`config.mk`:
```
export PLATFORM = sky130hd
export DESIGN_NAME = i2c_gc_target
export DESIGN_NICKNAME = d
export VERILOG_FILES = /design/src/rtl/i2c_gc_pkg.sv /design/src/rtl/i2c_gc_bus_sync.sv /design/src/rtl/i2c_gc_strap_latch.sv /design/src/rtl/i2c_gc_ctrl.sv /design/src/rtl/i2c_gc_target.sv
export SDC_FILE = /design/constraint.sdc
export NUM_CORES = 1
export LEC_CHECK = 0
export BUFFER_PORTS_ARGS = -buffer_cell sky130_fd_sc_hd__buf_2
export CORE_MARGIN = 1.5
export CORE_UTILIZATION = 50
export DETAILED_ROUTE_END_ITERATION = 6
export MAX_ROUTING_LAYER = met4
export PLACE_DENSITY_LB_ADDON = 0.1
export SETUP_SLACK_MARGIN = 0.1
export SYNTH_ARGS = -nofsm -noshare
export SYNTH_HDL_FRONTEND = slang
export SYNTH_SLANG_ARGS = --single-unit
```
`constraint.sdc`:
```
create_clock -name clk -period 2.1 [get_ports clk]
set_input_delay 0.21 -clock clk [delete_from_list [all_inputs] [get_ports clk]]
set_output_delay 0.21 -clock clk [all_outputs]
set_load 0.05 [all_outputs]
```
`src/rtl/i2c_gc_pkg.sv`:
```
// Shared types and constants for the I2C general-call target.
// Assumes 8-bit I2C bytes; the state encoding is internal to the controller.
package i2c_gc_pkg;

    localparam int BYTE_W  = 8;
    localparam int CNT_W   = $clog2(BYTE_W + 1);

    localparam logic [BYTE_W-1:0] GC_CMD_LATCH = 8'h04;
    localparam logic [BYTE_W-1:0] GC_CMD_RESET = 8'h06;

    typedef enum logic [2:0] {
        ST_IDLE,
        ST_ADDR,
        ST_ADDR_ACK,
        ST_DATA,
        ST_DATA_ACK,
        ST_CMD,
        ST_CMD_ACK,
        ST_SKIP
    } tgt_state_t;

    typedef enum logic [1:0] {
        MODE_WRITE,
        MODE_READ,
        MODE_GCALL
    } tgt_mode_t;

endpackage

```
`src/rtl/i2c_gc_bus_sync.sv`:
```
// Synchronizes SCL and SDA into the system clock domain and derives the bus
// events from the synchronized levels: SCL edges, START (SDA falls while SCL
// is high) and STOP (SDA rises while SCL is high).
// Assumes the system clock runs several times faster than SCL.
module i2c_gc_bus_sync #(
    parameter int STAGES = 2
) (
    input  logic clk,
    input  logic rst_n,
    input  logic scl_i,
    input  logic sda_i,
    output logic scl_s,
    output logic sda_s,
    output logic scl_rise,
    output logic scl_fall,
    output logic start_det,
    output logic stop_det
);

    localparam int LINES = 2;
    localparam int DEPTH = STAGES + 1;

    logic [LINES-1:0] raw;
    logic [LINES-1:0] cur;
    logic [LINES-1:0] prev;

    assign raw = {sda_i, scl_i};

    for (genvar g = 0; g < LINES; g++) begin : g_line
        logic [DEPTH-1:0] pipe;

        // Shift the line through the synchronizer plus one history stage.
        always_ff @(posedge clk) begin
            if (!rst_n) pipe <= '1;
            else        pipe <= {pipe[DEPTH-2:0], raw[g]};
        end

        assign cur[g]  = pipe[STAGES-1];
        assign prev[g] = pipe[STAGES];
    end

    assign scl_s     = cur[0];
    assign sda_s     = cur[1];
    assign scl_rise  = cur[0] & ~prev[0];
    assign scl_fall  = ~cur[0] & prev[0];
    assign start_det = cur[0] & prev[0] & prev[1] & ~cur[1];
    assign stop_det  = cur[0] & prev[0] & ~prev[1] & cur[1];

endmodule

```
`src/rtl/i2c_gc_strap_latch.sv`:
```
// Holds the strap code used as the low address bits. It samples the straps
// while reset is asserted and when the controller requests a relatch;
// otherwise the code is frozen. Assumes the straps are stable when sampled.
module i2c_gc_strap_latch #(
    parameter int W = 2
) (
    input  logic         clk,
    input  logic         rst_n,
    input  logic         relatch,
    input  logic [W-1:0] strap_i,
    output logic [W-1:0] code_o
);

    // Capture straps during reset and on a relatch request only.
    always_ff @(posedge clk) begin
        if (!rst_n || relatch) code_o <= strap_i;
    end

endmodule

```
`src/rtl/i2c_gc_ctrl.sv`:
```
// Byte-level controller: address compare, general call command decode,
// write-byte strobes and ACK drive. Bits are taken on SCL rising edges; the
// ACK pull starts on the falling edge after the eighth bit and ends on the
// falling edge of the ninth clock. START and STOP override any state.
module i2c_gc_ctrl
    import i2c_gc_pkg::*;
#(
    parameter int ADDR_W = 7
) (
    input  logic              clk,
    input  logic              rst_n,
    input  logic              sda_s,
    input  logic              scl_rise,
    input  logic              scl_fall,
    input  logic              start_det,
    input  logic              stop_det,
    input  logic [ADDR_W-1:0] own_addr,
    output logic              sda_pull,
    output logic              addr_hit,
    output logic              dir,
    output logic [BYTE_W-1:0] rx_data,
    output logic              rx_valid,
    output logic              gc_latch,
    output logic              reg_rst
);

    localparam logic [CNT_W-1:0] FULL = CNT_W'(BYTE_W);

    tgt_state_t        state;
    tgt_mode_t         mode;
    logic [CNT_W-1:0]  cnt;
    logic [BYTE_W-1:0] shreg;
    logic              byte_done;

    assign byte_done = scl_fall && (cnt == FULL);

    // Main sequencer: bus conditions, bit shifting, byte decisions, ACK slots.
    always_ff @(posedge clk) begin
        if (!rst_n) begin
            state    <= ST_IDLE;
            mode     <= MODE_WRITE;
            cnt      <= '0;
            shreg    <= '0;
            sda_pull <= 1'b0;
            addr_hit <= 1'b0;
            dir      <= 1'b0;
            rx_data  <= '0;
            rx_valid <= 1'b0;
            gc_latch <= 1'b0;
            reg_rst  <= 1'b0;
        end else begin
            addr_hit <= 1'b0;
            rx_valid <= 1'b0;
            gc_latch <= 1'b0;
            reg_rst  <= 1'b0;
            if (stop_det) begin
                state    <= ST_IDLE;
                sda_pull <= 1'b0;
            end else if (start_det) begin
                state    <= ST_ADDR;
                cnt      <= '0;
                sda_pull <= 1'b0;
            end else begin
                case (state)
                    ST_ADDR, ST_DATA, ST_CMD: begin
                        if (scl_rise && cnt != FULL) begin
                            shreg <= {shreg[BYTE_W-2:0], sda_s};
                            cnt   <= cnt + 1'b1;
                        end else if (byte_done) begin
                            if (state == ST_ADDR) begin
                                if (shreg[BYTE_W-1:1] == own_addr) begin
                                    sda_pull <= 1'b1;
                                    addr_hit <= 1'b1;
                                    dir      <= shreg[0];
                                    mode     <= shreg[0] ? MODE_READ : MODE_WRITE;
                                    state    <= ST_ADDR_ACK;
                                end else if (shreg == '0) begin
                                    sda_pull <= 1'b1;
                                    mode     <= MODE_GCALL;
                                    state    <= ST_ADDR_ACK;
                                end else begin
                                    state    <= ST_SKIP;
                                end
                            end else if (state == ST_DATA) begin
                                rx_data  <= shreg;
                                rx_valid <= 1'b1;
                                sda_pull <= 1'b1;
                                state    <= ST_DATA_ACK;
                            end else begin
                                gc_latch <= (shreg == GC_CMD_LATCH) || (shreg == GC_CMD_RESET);
                                reg_rst  <= (shreg == GC_CMD_RESET);
                                sda_pull <= 1'b1;
                                state    <= ST_CMD_ACK;
                            end
                        end
                    end
                    ST_ADDR_ACK, ST_DATA_ACK, ST_CMD_ACK: begin
                        if (scl_fall) begin
                            sda_pull <= 1'b0;
                            cnt      <= '0;
                            if (state == ST_ADDR_ACK) begin
                                case (mode)
                                    MODE_WRITE: state <= ST_DATA;
                                    MODE_GCALL: state <= ST_CMD;
                                    default:    state <= ST_SKIP;
                                endcase
                            end else if (state == ST_DATA_ACK) begin
                                state <= ST_DATA;
                            end else begin
                                state <= ST_SKIP;
                            end
                        end
                    end
                    default: ;
                endcase
            end
        end
    end

endmodule

```
`src/rtl/i2c_gc_target.sv`:
```
// Top level of the I2C general-call target: synchronizer, strap latch and
// byte controller. The own address is ADDR_PREFIX followed by the latched
// strap code. SDA is open drain: sda_pull_o = 1 pulls the line low.
module i2c_gc_target #(
    parameter int            STRAP_W     = 2,
    parameter int            PREFIX_W    = 5,
    parameter logic [4:0]    ADDR_PREFIX = 5'b10010,
    parameter int            SYNC_STAGES = 2
) (
    input  logic               clk,
    input  logic               rst_n,
    input  logic               scl_i,
    input  logic               sda_i,
    output logic               sda_pull_o,
    input  logic [STRAP_W-1:0] strap_i,
    output logic [STRAP_W-1:0] strap_code_o,
    output logic               addr_hit_o,
    output logic               dir_o,
    output logic [7:0]         rx_data_o,
    output logic               rx_valid_o,
    output logic               reg_rst_o
);

    localparam int ADDR_W = PREFIX_W + STRAP_W;

    logic scl_s, sda_s, scl_rise, scl_fall, start_det, stop_det;
    logic gc_latch;
    logic [ADDR_W-1:0] own_addr;

    i2c_gc_bus_sync #(.STAGES(SYNC_STAGES)) u_sync (
        .clk       (clk),
        .rst_n     (rst_n),
        .scl_i     (scl_i),
        .sda_i     (sda_i),
        .scl_s     (scl_s),
        .sda_s     (sda_s),
        .scl_rise  (scl_rise),
        .scl_fall  (scl_fall),
        .start_det (start_det),
        .stop_det  (stop_det)
    );

    i2c_gc_strap_latch #(.W(STRAP_W)) u_strap (
        .clk     (clk),
        .rst_n   (rst_n),
        .relatch (gc_latch),
        .strap_i (strap_i),
        .code_o  (strap_code_o)
    );

    assign own_addr = {ADDR_PREFIX[PREFIX_W-1:0], strap_code_o};

    i2c_gc_ctrl #(.ADDR_W(ADDR_W)) u_ctrl (
        .clk       (clk),
        .rst_n     (rst_n),
        .sda_s     (sda_s),
        .scl_rise  (scl_rise),
        .scl_fall  (scl_fall),
        .start_det (start_det),
        .stop_det  (stop_det),
        .own_addr  (own_addr),
        .sda_pull  (sda_pull_o),
        .addr_hit  (addr_hit_o),
        .dir       (dir_o),
        .rx_data   (rx_data_o),
        .rx_valid  (rx_valid_o),
        .gc_latch  (gc_latch),
        .reg_rst   (reg_rst_o)
    );

endmodule

```
==> impl_metrics.toml <==
[synth]
synth_top_cell_by_area = "sky130_fd_sc_hd__dfxtp_1"
post_synth_most_frequent_cells = "sky130_fd_sc_hd__dfxtp_1, sky130_fd_sc_hd__nor2_1, sky130_fd_sc_hd__mux2i_1"
synth.cell_area_sq_um = 1650
synth_sequential_area_ratio_pct = 48.5
netlist-cell-type-count = 35
postSynth.asyncResetShare_pct = 0
post_synth_inst_count = 172
syn_nets = 180
postSynthRegisterBits = 39
synth-edff-count = 2
number_of_warnings_reported_in_the_yosys_synthesis_log = 0
yosysMostFrequentCell = "sky130_fd_sc_hd__dfxtp_1"
yosys.area.top_type_share_pct = 44.8
syn_avg_cell_area_sq_um = 9.60
post_synth_main_area_contributors = "sky130_fd_sc_hd__dfxtp_1, sky130_fd_sc_hd__mux2i_1, sky130_fd_sc_hd__nor2_1"
dominant_synthesized_flop_cell = "sky130_fd_sc_hd__dfxtp_1"

[clock_network]
cts_max_path_buffers = 2
cts_tree = "built"
cts.htree.levels = 2
root_buffer = "sky130_fd_sc_hd__clkbuf_4"
worst_setup_hold_path_clk_slew_ps = 120
post_cts_hold_buffer_count = 0
tritoncts.num_buffers = 5
insertion_delay_ps = 340
tritoncts_num_sinks = 39
cts_post_setup_buffers_inserted = 0

[critical_path]
worst_path_largest_cell_delay_ps = 560
ff2ff_setup_slack_ps = 190
timing.critical_path.from = "u_ctrl.cnt[0]"
setup.worst_path.class = "reg -> reg"
timing.critical_path.slowest_stage_cell = "sky130_fd_sc_hd__or4b_4"
startpoint_type = "register"
worst-path-max-fanout = 6
worst_setup_path_end_kind = "register"
worst-endpoint-required_ps = 2330
critical_path_cell_list = "inv_1, ha_1, nand3b_4, or4b_4, or3_1, nand2_1, a21oi_1"
cp.arrival_ps = 2140
reg2reg_from = "u_ctrl.cnt[0]"

[drt]
route.antenna.remaining_nets = 0
initialDrtViolationCount = 56
detailroute.wirelength.met3_um = 178
wl_met1_um = 1430
uppermost_metal_layer_occupied_by_signal_nets = "met4"
drt_pre_antenna_iters = 4
post_drt_wl_per_cell_um = 12.6
routed_via_density = 5.32
via_count = 1281
wl_met2_um = 1380
drc = 0
finalWirelength_um = 3040

[grt]
overflow = 0
grt_antenna_before_repair = 0
grt_max_degree = 22
global_route_wire_length_before_repair_um = 5210
grt_util_all_layers_pct = 20.0
via_count_of_the_first_global_routing_pass = 1154

[sta]
worst_slew_margin_rel_pct = 70.1
grt_setup_unrepaired = "false"
worstMarginPinSlew_ps = 446
hold_viol = 0
timing.final.max_slew_violations = 0
clock-skew-final_ps = 7.77
timing.setup.tns_ps = 0
post-route-period-util_pct = 91.0
fin_crit_ps = 1910
max_clk_rate_mhz = 523
finalSetupViolations = 0

[floorplanning]
floorplan.die.height_um = 60.5
rows = 20
die-width_um = 60.5
initial_core_util_pct = 53.2
placeableCoreArea_sq_um = 3100
design.portCount = 21
fp.dieArea_sq_um = 3660

[flow_run]
maxCapViolCount = 0

[min_path]
worstHoldStart = "strap_i[1]"
hp-class = "in -> reg"

[pwr]
power.density_cell_area_nw_per_um2 = 635
irDropWorstVdd_v = 0.000366
static_leakage_nw = 0.827

[final_layout]
nNetsFinal = 204
instances_no_fill = 241
final_layout_size_suffix_gt1_share_pct = 20.3
synthToLayoutAreaGrowth_pct = 12.7
n_antenna_cell = 0

[placement]
place.gp.congestion = 0.848
dp.final_hpwl_um = 2250
number_of_cells_in_the_design_after_placement = 233
place.port_buffers = 20

[status]
status = "completed"
[final timing paths]
path                               to  cells past startpoint
max reg2reg                u_ctrl.dir                      7
max                        u_ctrl.dir                      7
min                 u_strap.code_o[1]                      1
min reg2reg  u_sync.g_line[0].pipe[1]                      1
[through the flow]
step | instance area [sq um] | utilization (%) | hold slack, ps | worst slack, ps | power (mW)
after floorplan | 1650 | - | 283 | 265 | 0.821
after global placement | 1810 | 58.2 | 388 | 237 | 0.835
after detailed placement | 1810 | 58.2 | 392 | 181 | 0.837
after CTS | 1860 | 59.9 | 17.6 | 170 | 1.20
after global routing | 1860 | 60.0 | 3.26 | 101 | 1.24
final | 1860 | 60.0 | 31.7 | 190 | 1.18
[state kept, by name, summed over array words and instances (netlist names), 2 cells and up]
signal and cells:
u_ctrl.cnt 4, u_ctrl.mode 2, u_ctrl.rx_data 8, u_ctrl.shreg 8, u_ctrl.state 3, u_strap.code_o 2, u_sync.g_line.pipe 6
[routing by layer]
metal / up-vias / GRT usage, %
met5: - / -
met4: 0 / 7.45
met3: 5 / 6.40
met2: 31 / 31.7
met1: 598 / 23.8
li1: 647 / -
[area by class of cell]
type,instances,area (sq um)
Inverter,9,33.8
Sequential cell,39,803
Clock inverter,3,15.0
Clock buffer,5,37.5
Tap cell,44,55.1
Multi-Input combinational cell,118,795
Fill cell,302,1240
Timing Repair Buffer,23,123
[logic make-up (layout without fill, tap and decap cells)]
logic type | Yosys count | in the layout | synth area share [%]
adder cells (fa/ha/maj) | 2 | 2 | 1.51
flip-flops | 39 | 39 | 48.5
buffers and inverters | 15 | 40 | 3.79
AND/OR/NAND/NOR | 73 | 73 | 24.5
multiplexers | 18 | 18 | 11.0
XOR/XNOR | 2 | 2 | 1.06
AO/OA/AOI/OAI | 23 | 23 | 9.62
[power breakdown]
part	total (mW)	internal [mW]	switching [mW]
Combinational	0.0558	0.0195	0.0363
Clock	0.363	0.125	0.238
Sequential	0.764	0.754	0.00963
[timing repair]
action | CTS | global route
hold endpoints to repair | 0 | 0
endpoints found under the setup margin | 0 | 1
resized for setup | 0 | 2
[critical path, delay by kind of cell, from the launching register on]
family | cells | cell delay, ps
AO/OA/AOI/OAI | 1 | 60
adder cells (fa/ha/maj) | 1 | 190
buffers and inverters | 1 | 60
flip-flops | 1 | 350
AND/OR/NAND/NOR | 4 | 1160
[cells in the final DEF (no fill, tap or decap), drive strengths merged, types with 6 or more instances in the layout]
master and instances:
buf 23, dfxtp 37, inv 9, mux2i 17
nand2 7, nand2b 11, nor2 25, nor3 9
o21ai 6, or3 6
(Power assumes the default switching activity.)
